File: src/rtl/lec_pkg.sv
package lec_pkg;
  localparam int REG_AW = 8;
  localparam int REG_DW = 16;

  localparam logic [REG_AW-1:0] ADDR_GLOB   = 8'h21;
  localparam logic [REG_AW-1:0] ADDR_LIT    = 8'h22;
  localparam logic [REG_AW-1:0] ADDR_PERIOD = 8'h23;
  localparam logic [REG_AW-1:0] ADDR_LANE0  = 8'h24;

  localparam int STEADY_W = 9;
  localparam int BLINK_W  = 12;
  localparam int BIT_FORCE_BLINK = 9;

  typedef struct packed {
    logic                en;
    logic                act_high;
    logic [STEADY_W-1:0] steady_mask;
    logic [BLINK_W-1:0]  blink_mask;
  } lane_cfg_t;
endpackage

File: src/rtl/lec_regs.sv
module lec_regs
  import lec_pkg::*;
#(
  parameter int NUM_LED = 3
) (
  input  logic                          clk,
  input  logic                          rst_n,
  input  logic                          wr,
  input  logic [REG_AW-1:0]             addr,
  input  logic [REG_DW-1:0]             wdata,
  output logic [REG_DW-1:0]             rdata,
  output lane_cfg_t [NUM_LED-1:0]       cfg,
  output logic                          glob_act,
  output logic                          tick_en,
  output logic [REG_DW-1:0]             lit_time,
  output logic [REG_DW-1:0]             period
);
  logic              user_q, user_d;
  logic              clken_q, clken_d;
  logic [1:0]        mode_q, mode_d;
  logic [REG_DW-1:0] lit_q, lit_d, per_q, per_d;
  lane_cfg_t [NUM_LED-1:0] cfg_q, cfg_d;

  always_comb begin
    user_d  = user_q;
    clken_d = clken_q;
    mode_d  = mode_q;
    lit_d   = lit_q;
    per_d   = per_q;
    cfg_d   = cfg_q;
    if (wr) begin
      if (addr == ADDR_GLOB) begin
        user_d  = wdata[15];
        clken_d = wdata[3];
        mode_d  = wdata[1:0];
      end
      if (addr == ADDR_LIT)    lit_d = wdata;
      if (addr == ADDR_PERIOD) per_d = wdata;
      for (int i = 0; i < NUM_LED; i++) begin
        if (addr == ADDR_LANE0 + REG_AW'(2*i)) begin
          cfg_d[i].en          = wdata[15];
          cfg_d[i].act_high    = wdata[14];
          cfg_d[i].steady_mask = wdata[STEADY_W-1:0];
        end
        if (addr == ADDR_LANE0 + REG_AW'(2*i+1)) begin
          cfg_d[i].blink_mask = wdata[BLINK_W-1:0];
        end
      end
    end
  end

  always_ff @(posedge clk or negedge rst_n) begin
    if (!rst_n) begin
      user_q  <= 1'b0;
      clken_q <= 1'b0;
      mode_q  <= 2'd0;
      lit_q   <= '0;
      per_q   <= '0;
      cfg_q   <= '0;
    end else begin
      user_q  <= user_d;
      clken_q <= clken_d;
      mode_q  <= mode_d;
      lit_q   <= lit_d;
      per_q   <= per_d;
      cfg_q   <= cfg_d;
    end
  end

  always_comb begin
    rdata = '0;
    if (addr == ADDR_GLOB) begin
      rdata[15]  = user_q;
      rdata[3]   = clken_q;
      rdata[1:0] = mode_q;
    end
    if (addr == ADDR_LIT)    rdata = lit_q;
    if (addr == ADDR_PERIOD) rdata = per_q;
    for (int i = 0; i < NUM_LED; i++) begin
      if (addr == ADDR_LANE0 + REG_AW'(2*i)) begin
        rdata[15]           = cfg_q[i].en;
        rdata[14]           = cfg_q[i].act_high;
        rdata[STEADY_W-1:0] = cfg_q[i].steady_mask;
      end
      if (addr == ADDR_LANE0 + REG_AW'(2*i+1)) begin
        rdata[BLINK_W-1:0] = cfg_q[i].blink_mask;
      end
    end
  end

  assign cfg      = cfg_q;
  assign glob_act = user_q && (mode_q != 2'd0);
  assign tick_en  = clken_q;
  assign lit_time = lit_q;
  assign period   = per_q;
endmodule

File: src/rtl/lec_tick.sv
module lec_tick #(
  parameter int TICK_DIV = 4
) (
  input  logic clk,
  input  logic rst_n,
  input  logic en,
  output logic tick
);
  localparam int TW = (TICK_DIV > 2) ? $clog2(TICK_DIV) : 1;
  localparam logic [TW-1:0] LAST = TW'(TICK_DIV - 1);

  logic [TW-1:0] cnt_q, cnt_d;

  always_comb begin
    cnt_d = cnt_q;
    if (en) cnt_d = (cnt_q == LAST) ? '0 : cnt_q + 1'b1;
  end

  always_ff @(posedge clk or negedge rst_n) begin
    if (!rst_n) cnt_q <= '0;
    else        cnt_q <= cnt_d;
  end

  assign tick = en && (cnt_q == LAST);
endmodule

File: src/rtl/lec_phase.sv
module lec_phase #(
  parameter int DW = 16
) (
  input  logic          clk,
  input  logic          rst_n,
  input  logic          tick,
  input  logic [DW-1:0] period,
  input  logic [DW-1:0] lit_time,
  output logic [DW-1:0] cnt,
  output logic          at_end,
  output logic          wrap,
  output logic          phase_on
);
  logic [DW-1:0] cnt_q, cnt_d;

  assign at_end = (period == '0) || (cnt_q >= period - 1'b1);
  assign wrap   = tick && at_end;

  always_comb begin
    cnt_d = cnt_q;
    if (tick) cnt_d = at_end ? '0 : cnt_q + 1'b1;
  end

  always_ff @(posedge clk or negedge rst_n) begin
    if (!rst_n) cnt_q <= '0;
    else        cnt_q <= cnt_d;
  end

  assign cnt      = cnt_q;
  assign phase_on = (cnt_q < lit_time);
endmodule

File: src/rtl/lec_lane.sv
module lec_lane
  import lec_pkg::*;
(
  input  logic      clk,
  input  logic      rst_n,
  input  lane_cfg_t cfg,
  input  logic      glob_act,
  input  logic      link_up,
  input  logic [1:0] link_speed,
  input  logic [2:0] tx_act,
  input  logic [2:0] rx_act,
  input  logic      wrap,
  input  logic      phase_on,
  output logic      led
);
  logic [STEADY_W-1:0] cond;
  logic [BLINK_W-1:0]  act;
  logic hit, steady, blinking, lit;
  logic pend_q, pend_d, armed_q, armed_d, led_q, led_d;

  always_comb begin
    cond    = '0;
    cond[0] = link_up && (link_speed == 2'd1);
    cond[1] = link_up && (link_speed == 2'd0);
    cond[3] = !link_up;
    cond[6] = 1'b1;
    cond[8] = link_up && (link_speed == 2'd2);
    act     = '0;
    act[0]  = tx_act[0];
    act[1]  = rx_act[0];
    act[2]  = tx_act[1];
    act[3]  = rx_act[1];
    act[10] = tx_act[2];
    act[11] = rx_act[2];
  end

  assign steady = |(cond & cfg.steady_mask);
  assign hit    = |(act & cfg.blink_mask);

  // Stretch: survive the first period boundary after a strobe, clear on the second.
  always_comb begin
    pend_d  = pend_q;
    armed_d = armed_q;
    if (hit) begin
      pend_d  = 1'b1;
      armed_d = 1'b0;
    end else if (wrap && pend_q) begin
      if (armed_q) begin
        pend_d  = 1'b0;
        armed_d = 1'b0;
      end else begin
        armed_d = 1'b1;
      end
    end
  end

  assign blinking = pend_q || cfg.blink_mask[BIT_FORCE_BLINK];
  assign lit      = glob_act && cfg.en && (blinking ? phase_on : steady);
  assign led_d    = cfg.act_high ? lit : !lit;

  always_ff @(posedge clk or negedge rst_n) begin
    if (!rst_n) begin
      pend_q  <= 1'b0;
      armed_q <= 1'b0;
      led_q   <= 1'b1;
    end else begin
      pend_q  <= pend_d;
      armed_q <= armed_d;
      led_q   <= led_d;
    end
  end

  assign led = led_q;
endmodule

File: src/rtl/led_event_ctrl.sv
module led_event_ctrl
  import lec_pkg::*;
#(
  parameter int NUM_LED  = 3,
  parameter int TICK_DIV = 4
) (
  input  logic              clk,
  input  logic              rst_n,
  input  logic              reg_wr,
  input  logic [7:0]        reg_addr,
  input  logic [15:0]       reg_wdata,
  output logic [15:0]       reg_rdata,
  input  logic              link_up,
  input  logic [1:0]        link_speed,
  input  logic [2:0]        tx_act,
  input  logic [2:0]        rx_act,
  output logic [2:0]        led_o
);
  logic rst_m, rst_sn;
  lane_cfg_t [NUM_LED-1:0] cfg;
  logic glob_act, tick_en, tick, at_end, wrap, phase_on;
  logic [REG_DW-1:0] lit_time, period, tmr_cnt;
  logic [NUM_LED-1:0] lane_led;

  always_ff @(posedge clk or negedge rst_n) begin
    if (!rst_n) begin
      rst_m  <= 1'b0;
      rst_sn <= 1'b0;
    end else begin
      rst_m  <= 1'b1;
      rst_sn <= rst_m;
    end
  end

  lec_regs #(.NUM_LED(NUM_LED)) u_regs (
    .clk(clk), .rst_n(rst_sn), .wr(reg_wr), .addr(reg_addr),
    .wdata(reg_wdata), .rdata(reg_rdata), .cfg(cfg), .glob_act(glob_act),
    .tick_en(tick_en), .lit_time(lit_time), .period(period)
  );

  lec_tick #(.TICK_DIV(TICK_DIV)) u_tick (
    .clk(clk), .rst_n(rst_sn), .en(tick_en), .tick(tick)
  );

  lec_phase #(.DW(REG_DW)) u_phase (
    .clk(clk), .rst_n(rst_sn), .tick(tick), .period(period),
    .lit_time(lit_time), .cnt(tmr_cnt), .at_end(at_end), .wrap(wrap),
    .phase_on(phase_on)
  );

  for (genvar i = 0; i < NUM_LED; i++) begin : g_lane
    lec_lane u_lane (
      .clk(clk), .rst_n(rst_sn), .cfg(cfg[i]), .glob_act(glob_act),
      .link_up(link_up), .link_speed(link_speed), .tx_act(tx_act),
      .rx_act(rx_act), .wrap(wrap), .phase_on(phase_on), .led(lane_led[i])
    );
  end

  assign led_o = lane_led[2:0];
endmodule

File: config.mk
export PLATFORM = sky130hd
export DESIGN_NAME = led_event_ctrl
export DESIGN_NICKNAME = d
export VERILOG_FILES = /design/src/rtl/lec_pkg.sv /design/src/rtl/lec_regs.sv /design/src/rtl/lec_tick.sv /design/src/rtl/lec_phase.sv /design/src/rtl/lec_lane.sv /design/src/rtl/led_event_ctrl.sv
export SDC_FILE = /design/constraint.sdc
export NUM_CORES = 1
export LEC_CHECK = 0
export ABC_AREA = 1
export BUFFER_PORTS_ARGS = -buffer_cell sky130_fd_sc_hd__buf_2
export CAP_MARGIN = 20
export CORE_MARGIN = 2
export CORE_UTILIZATION = 50
export CTS_CLUSTER_DIAMETER = 120
export DETAILED_ROUTE_END_ITERATION = 8
export PLACE_DENSITY = 0.71
export RECOVER_POWER = 100
export SLEW_MARGIN = 20
export SYNTH_ARGS = -nofsm -noshare
export SYNTH_HDL_FRONTEND = slang
export SYNTH_SLANG_ARGS = --single-unit
File: constraint.sdc
create_clock -name clk -period 3.7 [get_ports clk]
set_input_delay 0.555 -clock clk [delete_from_list [all_inputs] [get_ports clk]]
set_output_delay 0.555 -clock clk [all_outputs]
set_load 0.02 [all_outputs]
==> impl_results.md <==
* Ports at 55
* CTS Buf Count at 17
* Min cycle time layout at 3220 ps
* Syn avg cell area at 7.99 um2
* Reg power frac at 42.0%
* LEAKAGE at 4.07 nW
* Syn Nets at 1008
* Via count at 6403
* Data arrival time of the worst path at 2670 ps
* PwrDens at 466 nW/um2
* WHS at 353 ps
* HPWL Detailed at between 10 and 15 mm
* Iteration-0 DRC Markers at 565
* Final hold viol count at 0
* Relative slew margins at -42.8%
* Crit share post-route at 87.2%
* Slowest-stage cell, CP: clkinvlp_2
* Final GP Congestion at 0.901
* Final wirelength at 19.4 mm
* 1st-pass router iterations at 5
* Clk sinks at 134
* Final setup violation count at 0
* Reg area at 3360 um2
* GR Layer Usage met1 at 35.8%
* Core area at 14600 um2
* Clock-pin slew on the worst setup and hold paths at 60 ps
* Worst Hold Class: flop to flop
* Row cnt at 44
* Via density at 5.39
* Port Buffer Count at 54
* Crit-path max FO at 15
* Yosys cell types at 52
* Skew-Pair Late Insertion Delay at about 430 ps
* Clock Power Share at 45.3%
* Setup Skew at ~7.5 ps
* Die X at between 100 and 150 um
* Post-synth top area cell: dfrtp_1
* CP Cell Sequence: buf_2, inv_1, nand3_1, clkinvlp_2, nand2_2, inv_1, nand2_1, o21ai_0, a21oi_1, nand3_1, nand2_1, nand3_1, clkbuf_1
* Fin Setup TNS at 0 ps
* Max Cap Viol at 1
* Postcts setup bufs at 0
* Worst Tran Pin Value at 2140 ps
* H-tree levels at 4
* All-Layer GR Usage at 25.9%
* Sw frac at 27.2%
* Critical Path RT at 3140 ps
* Layout area overhead at 12.3%
* # nets final at 1061
* Die Area at 16000 um2
* Antenna viol nets, final at 0
* Synth Register Bits at 134
* Internal at between 2 and 3 mW
* Worst Setup Slack, final at 475 ps
* GRT overflow at 0
* Initial antenna violation count at 0
* Netlist Area Pre-Place at 7480 um2
* Diodes inserted at 0
* Startpoint Class: primary input
* Register area share after synthesis at about 45%
* Yosys warnings at 0
* Delay of the slowest critical-path stage at 400 ps
* Multi-input combinational cell area at 3500 um2
* DR DRC count at 0
* GRT met2 Usage at 40.8%
* Synth Instances at approximately 940
* Crit path top cell by count: nand3_1
* Initial Utilization at 51.3%
* Synth area leaders: dfrtp_1 (44%), nand2_1 (14%), o21ai_0 (8.0%)
* Worst setup EP type: primary output
* Largest net degree at the start of global routing at 54
* DIE HEIGHT at 126 um
* Power share of the combinational group at 12.6%
* Root Buffer: clkbuf_16
* Vias in the first global route at 6215
* CTS max path bufs at 2
* Pre-CTS setup slack at 749 ps
* First-pass GRT wire length at 32.3 mm
* Share of the synthesized area in the top cell type at 43.8%
* Unrepaired setup endpoints after global routing: false
* Critical path class: primary input to primary output
* Status: finished with violations
* Max Clk Rate at around 310 MHz
* Grt peak-use layer: met2
* Psw at around 1.1 mW
* Failing checks: max-capacitance violations, max-slew violations
* Per-cell routed wire length at 16.3 um
* VDD IR-drop max at 0.332 mV
* Fillers at 1329
* Met3 Resource Use GR at 4.26%
* Pins Over Slew Limit at 54
* Share of post-route cells with drive strength above 1 at between 10% and 20%
* CTS tree: yes
## repair_timing
item | in CTS | in global routing
endpoints found under the setup margin | 0 | 0
hold buffers | 1 | 0
hold endpoints to repair | 2 | 0
gates resized for setup | 0 | 0
## cells in the final DEF, fill, tap and decap left out, types with 3 or more instances in the layout
cell and instances:
a21oi_1 39, a22o_1 4, buf_2 36, bufinv_16 3
clkbuf_1 21, clkbuf_16 17, clkbuf_2 3, clkinv_2 3
clkinvlp_4 3, dfrtp_1 131, dfstp_2 3, ha_1 35
inv_1 101, inv_2 4, inv_6 3, nand2_1 277
nand2_2 6, nand3_1 36, nand4_1 8, nor2_1 44
nor3_1 15, nor3_2 5, o21ai_0 128, o21ai_1 9
or2_0 4, xnor2_1 8, xor2_1 13
## per-layer routing
layer,wire length [um],part of all wire (%)
met2,8930,46
met1,8830,46
met4,592,3.1
met5,0,0
met3,997,5.2
## cell usage after synthesis, drive strengths merged
cell / n
and2: 1
nand2: 283
a21o: 2
a31oi: 2
inv: 106
ha: 35
o22ai: 2
o21a: 2
or2: 7
conb: 1
nor3b: 3
clkbuf: 12
mux2: 1
nor2: 50
clkinv: 1
nor3: 22
nand3b: 1
xor2: 13
o221ai: 2
nand4: 9
xnor2: 8
nand3: 38
a21oi: 39
nor4: 3
o21ai: 137
a22o: 4
o2111ai: 1
dfstp: 3
dfrtp: 131
o211ai: 2
buf: 16
## stage by stage
step | power, mW | utilization [%] | instances | instance area [um2]
floorplan | 2.03 | - | 937 | 7480
global placement | 2.16 | 54.0 | 1154 | 7870
detailed placement | 2.17 | 54.0 | 1154 | 7870
CTS | 3.95 | 58.3 | 1187 | 8500
global route | 4.10 | 57.6 | 1187 | 8400
finish | 3.92 | 57.6 | 1187 | 8400
## critical path: cells and delay by family
kind            cells  cell delay (ps)
compound gates      2              310
buf+inv             5              950
simple gates        6              850
## sequential cells by signal (all words and copies together), names as in the netlist
signal and flops:
u_regs.cfg 69, u_regs.mode_q 2, g_lane.u_lane.led 3, u_regs.tick_en 1
u_regs.lit_time 16, rst_m 1, u_phase.cnt 16, g_lane.u_lane.armed_q 3
u_regs.user_q 1, g_lane.u_lane.pend_q 3, u_regs.period 16, u_tick.cnt_q 2
rst_sn 1
## layout make-up
class,count,area share (%)
flip-flops and latches,134,39.9
inverters,107,4.81
clock inverters,13,2.01
repair buffers,62,3.47
clock buffers,19,5.39
multi-input cells,668,41.6
well taps,184,2.74
## power groups by stage
stage               logic (mW)  registers (mW)  clock network, mW
finish                   0.495            1.65               1.78
global route             0.581            1.66               1.85
CTS                      0.506            1.65               1.79
detailed placement       0.501            1.67                  0
global placement         0.489            1.67                  0
floorplan                0.367            1.66                  0
## logic make-up after synthesis
logic type	after synthesis	synth area share, %
and+or+nand+nor	417	25.5
AOI/OAI and AO/OA	193	13.5
buffers and inverters	135	7.64
DFF	134	44.9
adders and majority gates	35	5.85
xor gates and xnor gates	21	2.46
other	1	0.0501
muxes	1	0.150
## path summary, 6_finish.rpt
kind | start | to | slack [ps] | depth (start not counted)
max | reg_addr[4] | reg_rdata[2] | 480 | 13
min | rst_m$_DFF_PN0_ | rst_sn$_DFF_PN0_ | 350 | 0
max reg2reg | u_regs.period[0]$_DFFE_PN0P_ | u_phase.cnt[14]$_DFFE_PN0P_ | 590 | 16
min reg2reg | rst_m$_DFF_PN0_ | rst_sn$_DFF_PN0_ | 350 | 0
max in group asynchronous | rst_sn$_DFF_PN0_ | u_regs.period[12]$_DFFE_PN0P_ | 1090 | 1
min in group asynchronous | rst_n | rst_m$_DFF_PN0_ | 450 | 2
Note: power is estimated with default switching activity, not from simulation.
